## src/rtl/pit_pkg.sv

```systemverilog
// Shared types for the rate-generator timer channel.
// Assumes an 8-bit control byte with its fields packed from the MSB down.
package pit_pkg;

    typedef enum logic [1:0] {
        ACC_LATCH = 2'b00,
        ACC_LOW   = 2'b01,
        ACC_HIGH  = 2'b10,
        ACC_BOTH  = 2'b11
    } access_e;

    localparam logic [2:0] MODE_RATE = 3'b010;

    typedef struct packed {
        logic [1:0] sel;
        access_e    access;
        logic [2:0] mode;
        logic       bcd;
    } ctrl_word_t;

endpackage

```

## src/rtl/pit_ctrl_decode.sv

```systemverilog
// Control byte decoder.
// Says whether a control byte arms this channel for binary rate generation
// with low-then-high byte loads. Purely combinational; assumes DATA_W is 8.
module pit_ctrl_decode
    import pit_pkg::*;
#(
    parameter int DATA_W     = 8,
    parameter int CHANNEL_ID = 0
) (
    input  logic [DATA_W-1:0] ctrl_byte,
    output logic              arm_ok
);
    ctrl_word_t word;

    // Overlay the field layout and require every field to match.
    always_comb begin
        word   = ctrl_word_t'(ctrl_byte);
        arm_ok = (word.sel == 2'(CHANNEL_ID)) &&
                 (word.access == ACC_BOTH) &&
                 (word.mode == MODE_RATE) &&
                 !word.bcd;
    end
endmodule

```

## src/rtl/pit_load_seq.sv

```systemverilog
// Count load sequencer.
// Tracks the armed state and the low/high byte order, keeps the low byte and
// the reload value, and raises single-cycle start and halt pulses.
// Assumes at most one write per clock.
module pit_load_seq #(
    parameter int DATA_W   = 8,
    parameter int ADDR_W   = 2,
    parameter int CTRL_OFS = 3,
    parameter int DATA_OFS = 0,
    localparam int CNT_W   = 2 * DATA_W
) (
    input  logic              clk,
    input  logic              rst_n,
    input  logic              wr_en,
    input  logic [ADDR_W-1:0] wr_addr,
    input  logic [DATA_W-1:0] wr_data,
    input  logic              arm_ok,
    output logic              halt_pulse,
    output logic              load_pulse,
    output logic [CNT_W-1:0]  load_val,
    output logic [CNT_W-1:0]  reload_val
);
    logic              armed_q;
    logic              want_high_q;
    logic [DATA_W-1:0] low_q;
    logic              ctrl_wr;
    logic              data_wr;

    // Decode the target offset of the current write.
    always_comb begin
        ctrl_wr    = wr_en && (wr_addr == ADDR_W'(CTRL_OFS));
        data_wr    = wr_en && (wr_addr == ADDR_W'(DATA_OFS)) && armed_q;
        halt_pulse = ctrl_wr;
        load_pulse = data_wr && want_high_q;
        load_val   = {wr_data, low_q};
    end

    // Keep the armed flag, byte order, low byte and reload value.
    always_ff @(posedge clk) begin
        if (!rst_n) begin
            armed_q     <= 1'b0;
            want_high_q <= 1'b0;
            low_q       <= '0;
            reload_val  <= '0;
        end else if (ctrl_wr) begin
            armed_q     <= arm_ok;
            want_high_q <= 1'b0;
        end else if (data_wr) begin
            if (!want_high_q) begin
                low_q       <= wr_data;
                want_high_q <= 1'b1;
            end else begin
                reload_val  <= {wr_data, low_q};
                want_high_q <= 1'b0;
            end
        end
    end
endmodule

```

## src/rtl/pit_rate_core.sv

```systemverilog
// Rate-generator down counter.
// Starts from a freshly loaded count, decrements while enabled, reloads
// from the stored value after the terminal state 1, and drives the
// active-low tick during the terminal state. Zero wraps, giving 65536 states.
module pit_rate_core #(
    parameter int CNT_W = 16
) (
    input  logic             clk,
    input  logic             rst_n,
    input  logic             halt_pulse,
    input  logic             load_pulse,
    input  logic [CNT_W-1:0] load_val,
    input  logic [CNT_W-1:0] reload_val,
    input  logic             cnt_en,
    output logic             running,
    output logic [CNT_W-1:0] cnt,
    output logic             tick_n
);
    localparam logic [CNT_W-1:0] TERMINAL = CNT_W'(1);

    // Start, halt, decrement and reload the count.
    always_ff @(posedge clk) begin
        if (!rst_n) begin
            running <= 1'b0;
            cnt     <= '0;
        end else if (halt_pulse) begin
            running <= 1'b0;
        end else if (load_pulse && !running) begin
            running <= 1'b1;
            cnt     <= load_val;
        end else if (running && cnt_en) begin
            cnt <= (cnt == TERMINAL) ? reload_val : cnt - 1'b1;
        end
    end

    // Strobe low while the enabled counter sits in its terminal state.
    always_comb tick_n = !(running && cnt_en && (cnt == TERMINAL));
endmodule

```

## src/rtl/pit_channel.sv

```systemverilog
// Rate-generator timer channel, top level.
// Ties the control decoder, the load sequencer and the down counter
// together. Assumes byte-wide writes with a two-bit offset.
module pit_channel #(
    parameter int DATA_W     = 8,
    parameter int ADDR_W     = 2,
    parameter int CTRL_OFS   = 3,
    parameter int DATA_OFS   = 0,
    parameter int CHANNEL_ID = 0,
    localparam int CNT_W     = 2 * DATA_W
) (
    input  logic              clk,
    input  logic              rst_n,
    input  logic              wr_en,
    input  logic [ADDR_W-1:0] wr_addr,
    input  logic [DATA_W-1:0] wr_data,
    input  logic              cnt_en,
    output logic              tick_n
);
    logic             arm_ok;
    logic             halt_pulse;
    logic             load_pulse;
    logic [CNT_W-1:0] load_val;
    logic [CNT_W-1:0] reload_val;
    logic             core_running;
    logic [CNT_W-1:0] core_cnt;

    pit_ctrl_decode #(.DATA_W(DATA_W), .CHANNEL_ID(CHANNEL_ID)) u_dec (
        .ctrl_byte (wr_data),
        .arm_ok    (arm_ok)
    );

    pit_load_seq #(
        .DATA_W(DATA_W), .ADDR_W(ADDR_W),
        .CTRL_OFS(CTRL_OFS), .DATA_OFS(DATA_OFS)
    ) u_seq (
        .clk        (clk),
        .rst_n      (rst_n),
        .wr_en      (wr_en),
        .wr_addr    (wr_addr),
        .wr_data    (wr_data),
        .arm_ok     (arm_ok),
        .halt_pulse (halt_pulse),
        .load_pulse (load_pulse),
        .load_val   (load_val),
        .reload_val (reload_val)
    );

    pit_rate_core #(.CNT_W(CNT_W)) u_core (
        .clk        (clk),
        .rst_n      (rst_n),
        .halt_pulse (halt_pulse),
        .load_pulse (load_pulse),
        .load_val   (load_val),
        .reload_val (reload_val),
        .cnt_en     (cnt_en),
        .running    (core_running),
        .cnt        (core_cnt),
        .tick_n     (tick_n)
    );
endmodule

```

## config.mk

```make
export PLATFORM = sky130hd
export DESIGN_NAME = pit_channel
export DESIGN_NICKNAME = d
export VERILOG_FILES = /design/src/rtl/pit_pkg.sv /design/src/rtl/pit_ctrl_decode.sv /design/src/rtl/pit_load_seq.sv /design/src/rtl/pit_rate_core.sv /design/src/rtl/pit_channel.sv
export SDC_FILE = /design/constraint.sdc
export NUM_CORES = 1
export LEC_CHECK = 0
export BUFFER_PORTS_ARGS = -buffer_cell sky130_fd_sc_hd__buf_2
export CORE_UTILIZATION = 35
export CTS_BUF_LIST = sky130_fd_sc_hd__clkbuf_4 sky130_fd_sc_hd__clkbuf_8 sky130_fd_sc_hd__clkbuf_16
export CTS_CLUSTER_DIAMETER = 150
export DETAILED_ROUTE_END_ITERATION = 16
export HOLD_SLACK_MARGIN = 0.02
export PLACE_DENSITY = 0.51
export SYNTH_ARGS = -nofsm -noshare
export SYNTH_HDL_FRONTEND = slang
export SYNTH_SLANG_ARGS = --single-unit
export TNS_END_PERCENT = 10
```

## constraint.sdc

```tcl
create_clock -name clk -period 3.8 [get_ports clk]
set_clock_uncertainty 0.15 [all_clocks]
set_input_delay 0.19 -clock clk [delete_from_list [all_inputs] [get_ports clk]]
set_output_delay 0.19 -clock clk [all_outputs]
set_load 0.05 [all_outputs]
```

==> results of run 1 <==
layout by cell type, fill, tap and decap left out, types with 2 or more instances in the layout:
cell type      count
nand2_1           47
dfxtp_1           43
a21oi_1           37
o21ai_0           25
nor2_1            20
buf_2             14
nand3_1           10
mux2i_1            9
o221ai_1           6
or3_1              5
a22oi_1            5
clkbuf_8           5
inv_1              4
nor2b_1            4
a31oi_1            4
o22ai_1            4
and2_1             3
dlygate4sd3_1      3
nor4_4             2
nor4_1             2
xor2_1             2
a21o_1             2
and3_1             2
nor3_1             2
nand2_2            2
o32ai_1            2
nand2b_1           2
a211o_1            2
o2bb2ai_1          2
o2111ai_1          2
ha_1               2
logic make-up after synthesis:
group	count (synthesis)	share of synthesized area (%)
buffers and inverters	17	3.47
DFF	43	37.9
muxes	9	3.97
adders and majority gates	2	1.10
and+or+nand+nor	110	25.8
AOI/OAI and AO/OA	99	26.5
xor gates and xnor gates	3	1.16
power groups by stage:
stage	logic (mW)	clock network, mW	registers (mW)
after floorplan	0.00987	0	0.461
after global placement	0.0287	0	0.461
after detailed placement	0.0287	0	0.461
after CTS	0.0309	0.376	0.450
after global routing	0.0331	0.390	0.450
final	0.0312	0.368	0.450
flip-flops by register name, summed over array words and instances, names as in the netlist:
name and count:
u_core.running 1, u_seq.armed_q 1, u_core.cnt 16, u_seq.reload_val 16
u_seq.want_high_q 1, u_seq.low_q 8
cell type report:
class                           instances  area share [%]
Inverter                                4           0.596
Clock inverter                          3            1.74
Tap cell                               75            3.73
Sequential cell                        43            34.2
Multi-Input combinational cell        223            52.8
Timing Repair Buffer                   18            4.27
Clock buffer                            5            2.73
worst max-delay path: cells and delay by family (launching register included):
kind	cells	cell delay [ns]
and+or+nand+nor	3	1.33
DFF	1	0.47
buffers and inverters	1	0.21
adders and majority gates	1	0.19
cells in the mapped netlist (all sizes together) (5+ instances only):
| master | count | share of area, % |
|---|---|---|
| a22oi | 5 | 1.7 |
| or3 | 5 | 1.4 |
| o221ai | 6 | 2.3 |
| nor2 | 20 | 3.3 |
| nand2 | 49 | 8.3 |
| buf | 7 | 1.8 |
| a21oi | 38 | 8.5 |
| dfxtp | 43 | 38 |
| nand3 | 10 | 2.2 |
| clkbuf | 6 | 0.99 |
| o21ai | 26 | 5.7 |
| mux2i | 9 | 4.0 |
worst max path at each step:
| stage | to | slack, ns |
|---|---|---|
| floorplan | tick_n | 1.85 |
| global placement | tick_n | 1.36 |
| detailed placement | tick_n | 1.31 |
| CTS | tick_n | 0.99 |
| global route | tick_n | 0.78 |
| finish | tick_n | 0.95 |
routing by layer:
layer / track usage (%) / wire [um]
met1: 31.8 / 3500
met2: 34.1 / 2950
met3: 3.30 / 336
met4: 8.28 / 131
met5: 0 / 0
stage by stage:
stage / instances / worst slack, ns / area [um2] / util, % / power (mW)
finish: 371 / 0.946 / 2520 / 41.3 / 0.849
global route: 371 / 0.777 / 2520 / 41.3 / 0.874
global placement: 360 / 1.36 / 2380 / 39.0 / 0.489
detailed placement: 360 / 1.31 / 2380 / 39.0 / 0.489
floorplan: 283 / 1.85 / 2270 / - / 0.471
CTS: 371 / 0.985 / 2520 / 41.3 / 0.858
==> summary.txt, run 1 <==
Pwr
  • Leak: 0.958 nW
  • Net switching power: 193 uW
  • P_int: 656 uW
  • Share of total power in sequential cells: 53.0%
  • Maximum vdd drop: 0.000161 V
  • Fraction of power spent switching nets: 22.8%
  • Relative contribution of combinational cells to total power: 3.7%
  • Power per unit of standard cell area: 337 nW/um2
  • Power share of the clock group: 43.3%

Global route
  • GRT Residual Overflow: 0
  • Global-route wire length before repair: 11000 um
  • Largest net degree at the start of global routing: 31
  • All-Layer GR Usage: 22.4%
  • Number of antenna violations at the first check in global routing: 0
  • Number of global-route vias before repair: 2037

Synthesis
  • Syn Inst Count: 283
  • Share of synthesized area occupied by flip-flops and latches: 37.9%
  • #FFs+latches synth: 43
  • Total nets after synthesis: 299
  • Post-synth EDFFs: 0
  • Count of distinct cell types in the synthesized netlist: 49
  • Post-synthesis average cell area: 8.02 um2
  • Count of yosys warnings during synthesis: 0
  • Mapped cell area: 2270 um2
  • Most frequently used flop master after synthesis: dfxtp_1
  • Async set-or-reset flop fraction in the synthesized netlist: 0%

Floorplan
  • Area enclosed by the die boundary: 6810 um2
  • # rows: 28
  • Number of top-level pins: 15
  • Die Y: 82.5 um
  • Core Area: 6100 um2
  • Starting density of the core: 37.2%
  • Die width: 82.5 um

Setup path
  • Slowest cell on crit path: nand4_2
  • Slack of the worst reg-to-reg path: 1.43 ns
  • Type of element capturing the critical path: output pin
  • Startpoint types: register
  • CP max FO: 21
  • Start of the worst register-to-register path: u_core.cnt[0]
  • Data arrival time at the worst-slack endpoint: 2.51 ns
  • CP required: 3.46 ns
  • Endpoint of the most critical register-to-register path: u_core.cnt[5]
  • CP Launch Point: u_core.cnt[0]
  • R2R cell count: 6
  • CP Cell Sequence: ha_1, nor4b_4, nand4_2, or2_2, buf_2
  • Crit Path Category: reg -> out
  • Crit-path max cell delay: 0.52 ns

CTS
  • TritonCTS clock tree: built
  • Clock sink count: 43
  • Number of gates given a new drive strength after cts: 0
  • Inserted Clock Buffers: 5
  • Clock Latency Late Sink: 0.30 ns
  • Clock Tree Root: clkbuf_8
  • Maximum level of the CTS H-tree: 2
  • Post-CTS Hold Fix Bufs: 3
  • CTS Buffer Depth: 2
  • Post-CTS setup buffer count: 0
  • Clock-pin slew reported for the worst setup and hold paths after clock tree synthesis: 0.09 ns

Min path
  • WHS Endpoint: u_seq.reload_val[10]
  • Beginning of the worst hold path: wr_data[2]
  • Hold Path Class: in -> reg
  • Hold path cells: 3

Route
  • Vias per cell: 6.01
  • Post-detailed-route DRC marker count: 0
  • Count of nets left with antenna violations after detail routing: 0
  • Per-cell routed wire length: 18.6 um
  • Number of optimization iterations in the first detailed-route pass: 5
  • Overall via count from detail_route: 2229
  • Number of DRC markers in iteration 0: 177
  • Final WL: 6920 um

Timing
  • Fmax achieved: 350 MHz
  • Hold Vio Cnt, Final: 0
  • Post-route clock period utilization: 75.1%
  • Max Slew Vio Count: 0
  • Slew margin rel.: 31.3%
  • Min Hold Slack: 0.0264 ns
  • Tmin final: 2.85 ns
  • Finish-stage setup viols: 0
  • Setup repair after global routing missed its margin: false
  • Final setup TNS: 0 ns
  • Worst slew pin tran: 1.03 ns

Layout
  • Filler Cell Count: 669
  • Sequential standard cell area: 861 um2
  • Number of antenna repair diodes: 0
  • Area used by multi-input combinational logic: 1330 um2
  • Area overhead of the layout relative to synthesis: 11.0%
  • Share of layout cells above drive strength 1: 11.8%
  • Final net count: 311

Placement
  • Port bufs: 14
  • Detail Placement HPWL: 4800 um
  • Routability cong.: 0.839

Flow run
  • Max-cap check violation count: 0

Outcome
  • Run status: finished clean
(Power assumes the default switching activity.)
==> inputs of run 2 (changes only) <==
--- a/config.mk
+++ b/config.mk
@@ -5,13 +5,14 @@
 export SDC_FILE = /design/constraint.sdc
 export NUM_CORES = 1
 export LEC_CHECK = 0
+export ABC_AREA = 1
 export BUFFER_PORTS_ARGS = -buffer_cell sky130_fd_sc_hd__buf_2
 export CORE_UTILIZATION = 35
 export CTS_BUF_LIST = sky130_fd_sc_hd__clkbuf_4 sky130_fd_sc_hd__clkbuf_8 sky130_fd_sc_hd__clkbuf_16
 export CTS_CLUSTER_DIAMETER = 150
 export DETAILED_ROUTE_END_ITERATION = 16
 export HOLD_SLACK_MARGIN = 0.02
-export PLACE_DENSITY = 0.51
+export PLACE_DENSITY = 0.53
 export SYNTH_ARGS = -nofsm -noshare
 export SYNTH_HDL_FRONTEND = slang
 export SYNTH_SLANG_ARGS = --single-unit
==> constraint.sdc (replaced) <==
create_clock -name clk -period 2.4 [get_ports clk]
set_clock_uncertainty 0.15 [all_clocks]
set_input_delay 0.12 -clock clk [delete_from_list [all_inputs] [get_ports clk]]
set_output_delay 0.12 -clock clk [all_outputs]
set_load 0.05 [all_outputs]
==> run 2 against run 1 <==
  * Die area increased by 6.9%
  * Count of clock-buffer cells in the layout up 1
  * Sequential power is 58% higher
  * Register-to-register slack got worse by 0.96 ns
  * Non-clock buffer count rose by 6
  * Final area increased by 7.6%
  * Global-route usage fell by 3.7 points
  * First-iteration DRC count down 24%
  * Worst setup slack lost 0.73 ns
  * Sequential share of layout area fell by 2.4 points
  * Critical path depth up 4
  * Synthesized cell count is 26% higher
  * Critical endpoint unchanged
  * Largest cell class unchanged
==> summary.txt, run 2 <==
Route
  • Post-detailed-route DRC marker count: 0 (unchanged)
  • Per-cell routed wire length: 14.3 um (-23%)
  • Number of optimization iterations in the first detailed-route pass: 4 (-1)
  • Count of nets left with antenna violations after detail routing: 0 (unchanged)
  • Overall via count from detail_route: 2355 (+5.7%)
  • Final WL: 6540 um (-5.4%)
  • Number of DRC markers in iteration 0: 134 (-24%)
  • Vias per cell: 5.16 (-14%)

Global route
  • Number of global-route vias before repair: 2134 (+4.8%)
  • Number of antenna violations at the first check in global routing: 0 (unchanged)
  • Global-route wire length before repair: 10700 um (-2.6%)
  • GRT Residual Overflow: 0 (unchanged)
  • Largest net degree at the start of global routing: 34 (+9.7%)
  • All-Layer GR Usage: 18.7% (-3.7 points)

Floorplan
  • Die Y: 85.3 um (+3.4%)
  • # rows: 30 (+7.1%)
  • Area enclosed by the die boundary: 7280 um2 (+6.9%)
  • Number of top-level pins: 15 (unchanged)
  • Core Area: 6760 um2 (+11%)
  • Starting density of the core: 36.0% (-1.2 points)
  • Die width: 85.3 um (+3.4%)

Timing
  • Finish-stage setup viols: 0 (unchanged)
  • Fmax achieved: 457 MHz
  • Setup repair after global routing missed its margin: false
  • Final setup TNS: 0 ns (unchanged)
  • Slew margin rel.: 58.0% (+27 points)
  • Max Slew Vio Count: 0 (unchanged)
  • Tmin final: 2.19 ns
  • Final critical-path setup slack: 0.211 ns (-0.735 ns)
  • Min Hold Slack: 0.0933 ns (+0.0669 ns)
  • Worst slew pin tran: 0.628 ns (-0.401 ns)
  • Hold Vio Cnt, Final: 0 (unchanged)
  • Post-route clock period utilization: 91.2%

CTS
  • Clock sink count: 43 (unchanged)
  • Maximum level of the CTS H-tree: 2 (unchanged)
  • CTS Buffer Depth: 2 (unchanged)
  • Inserted Clock Buffers: 5 (unchanged)
  • Clock-pin slew reported for the worst setup and hold paths after clock tree synthesis: 0.08 ns (about the same)
  • Number of gates given a new drive strength after cts: 0 (unchanged)
  • Post-CTS setup buffer count: 0 (unchanged)
  • Clock Tree Root: clkbuf_8
  • Clock Latency Late Sink: 0.29 ns (about the same)
  • TritonCTS clock tree: built

Synthesis
  • Most numerous cell types in the synthesized netlist: 67 x nand2_1, 47 x nor2_1, 43 x dfxtp_1, 32 x nand3_1
  • Async set-or-reset flop fraction in the synthesized netlist: 0% (unchanged)
  • Syn Inst Count: 356 (+26%)
  • Cell types with the largest area share after synthesis: dfxtp_1 35%, nand2_1 10%, nor2_1 7.3%
  • Yosys top cell area share: 35.4% (-2.5 points)
  • Most frequently used flop master after synthesis: dfxtp_1
  • #FFs+latches synth: 43 (unchanged)
  • Count of distinct cell types in the synthesized netlist: 32 (-35%)
  • Share of synthesized area occupied by flip-flops and latches: 35.4% (-2.5 points)
  • Total nets after synthesis: 372 (+24%)
  • Mapped cell area: 2430 um2 (+7.1%)
  • Post-synthesis average cell area: 6.83 um2 (-15%)
  • Most repeated cell in the gate-level netlist after synthesis: nand2_1
  • Post-synth EDFFs: 0 (unchanged)
  • Count of yosys warnings during synthesis: 0 (unchanged)
  • Cell taking the most area after synthesis: dfxtp_1

Outcome
  • Run status: finished clean

Placement
  • Worst slack at placement: 0.488 ns (-0.820 ns)
  • Port bufs: 14 (unchanged)
  • Detail Placement HPWL: 4870 um (+1.5%)
  • Routability cong.: 0.875 (+4.3%)

Layout
  • Registers with the most flip-flops: u_core.cnt (16), u_seq.reload_val (16), u_seq.low_q (8)
  • Number of antenna repair diodes: 0 (unchanged)
  • Area overhead of the layout relative to synthesis: 11.5%
  • Final net count: 392 (+26%)
  • Sequential standard cell area: 861 um2 (unchanged)
  • Most common cell after layout, fill and taps aside: nand2_1
  • Share of layout cells above drive strength 1: 16.8% (+4.9 points)
  • Top library cells by usage in the layout, fill and taps aside: 67 x nand2_1, 47 x nor2_1, 43 x dfxtp_1
  • Filler Cell Count: 736 (+10%)
  • Area used by multi-input combinational logic: 1370 um2 (+2.8%)
  • Final core utilization: 40.1% (-1.2 points)

Setup path
  • Type of element capturing the critical path: output pin
  • R2R cell count: 9 (+3)
  • Crit Path Category: reg -> out
  • Data arrival time at the worst-slack endpoint: 1.92 ns (-0.59 ns)
  • Startpoint types: register
  • CP required: 2.13 ns (-1.33 ns)
  • CP max FO: 22 (+4.8%)

Min path
  • Hold path cells: 4 (+1)
  • Hold Path Class: in -> reg

Flow run
  • Max-cap check violation count: 0 (unchanged)

Pwr
  • Power per unit of standard cell area: 454 nW/um2 (+35%)
  • Leak: 1.30 nW (+36%)
  • Total design power: 1.23 mW (+45%)
  • Maximum vdd drop: 0.000328 V (+100%)
==> run 2: report_power, final <==
part / leakage, nW / internal, mW / switching [mW]
Clock: 0.0470 / 0.226 / 0.240
Combinational: 0.906 / 0.0216 / 0.0302
Sequential: 0.346 / 0.713 / 0.0000125
==> run 2: final cells by class <==
type / count / share of cell area, %
Multi-Input combinational cell: 269 / 50.4
Sequential cell: 43 / 31.8
Timing Repair Buffer: 24 / 6.10
Inverter: 33 / 4.76
Tap cell: 80 / 3.70
Clock buffer: 6 / 3.05
Clock inverter: 1 / 0.185
==> run 2: worst max-delay path, cell delays in order (launching register included) <==
cell and delay (ns):
dfxtp_1 0.40, ha_1 0.19, inv_1 0.04, nor2_1 0.07, nand2_1 0.06, nor2_1 0.15, nand2_2 0.28, inv_2 0.14
nand3_1 0.07, buf_2 0.21
==> run 2: worst paths after layout <==
kind | start | to | slack [ns]
setup / recovery | u_core.cnt[0] | tick_n | 0.21
hold / removal | rst_n | u_seq.low_q[3] | 0.09
setup reg to reg | u_core.cnt[0] | u_core.cnt[9] | 0.47
hold reg to reg | u_seq.reload_val[4] | u_seq.reload_val[4] | 0.32
==> run 2: metal layers <==
layer / vias up / GRT usage, % / part of all wire, %
met2: 67 / 28.6 / 44
met4: 0 / 6.36 / 1.5
li1: 1217 / - / -
met3: 8 / 3.11 / 3.7
met1: 1063 / 26.8 / 51
met5: - / 0 / 0
==> run 2: timing repair <==
action,in CTS,in global routing
hold buffers,8,0
hold endpoints to repair,13,0
endpoints found under the setup margin,0,0
==> run 2: cells by family (layout without fill, tap and decap cells) <==
logic type | after synthesis | after routing | synth area share, %
and+or+nand+nor | 170 | 170 | 31.4
AOI/OAI and AO/OA | 96 | 96 | 23.5
buffers and inverters | 44 | 64 | 8.34
DFF | 43 | 43 | 35.4
adders and majority gates | 2 | 2 | 1.03
xor gates and xnor gates | 1 | 1 | 0.361
==> run 2: through the flow <==
| stage | instance area, um2 | std cells |
|---|---|---|
| floorplan | 2430 | 356 |
| global placement | 2540 | 441 |
| detailed placement | 2540 | 441 |
| CTS | 2710 | 456 |
| global route | 2710 | 456 |
| finish | 2710 | 456 |
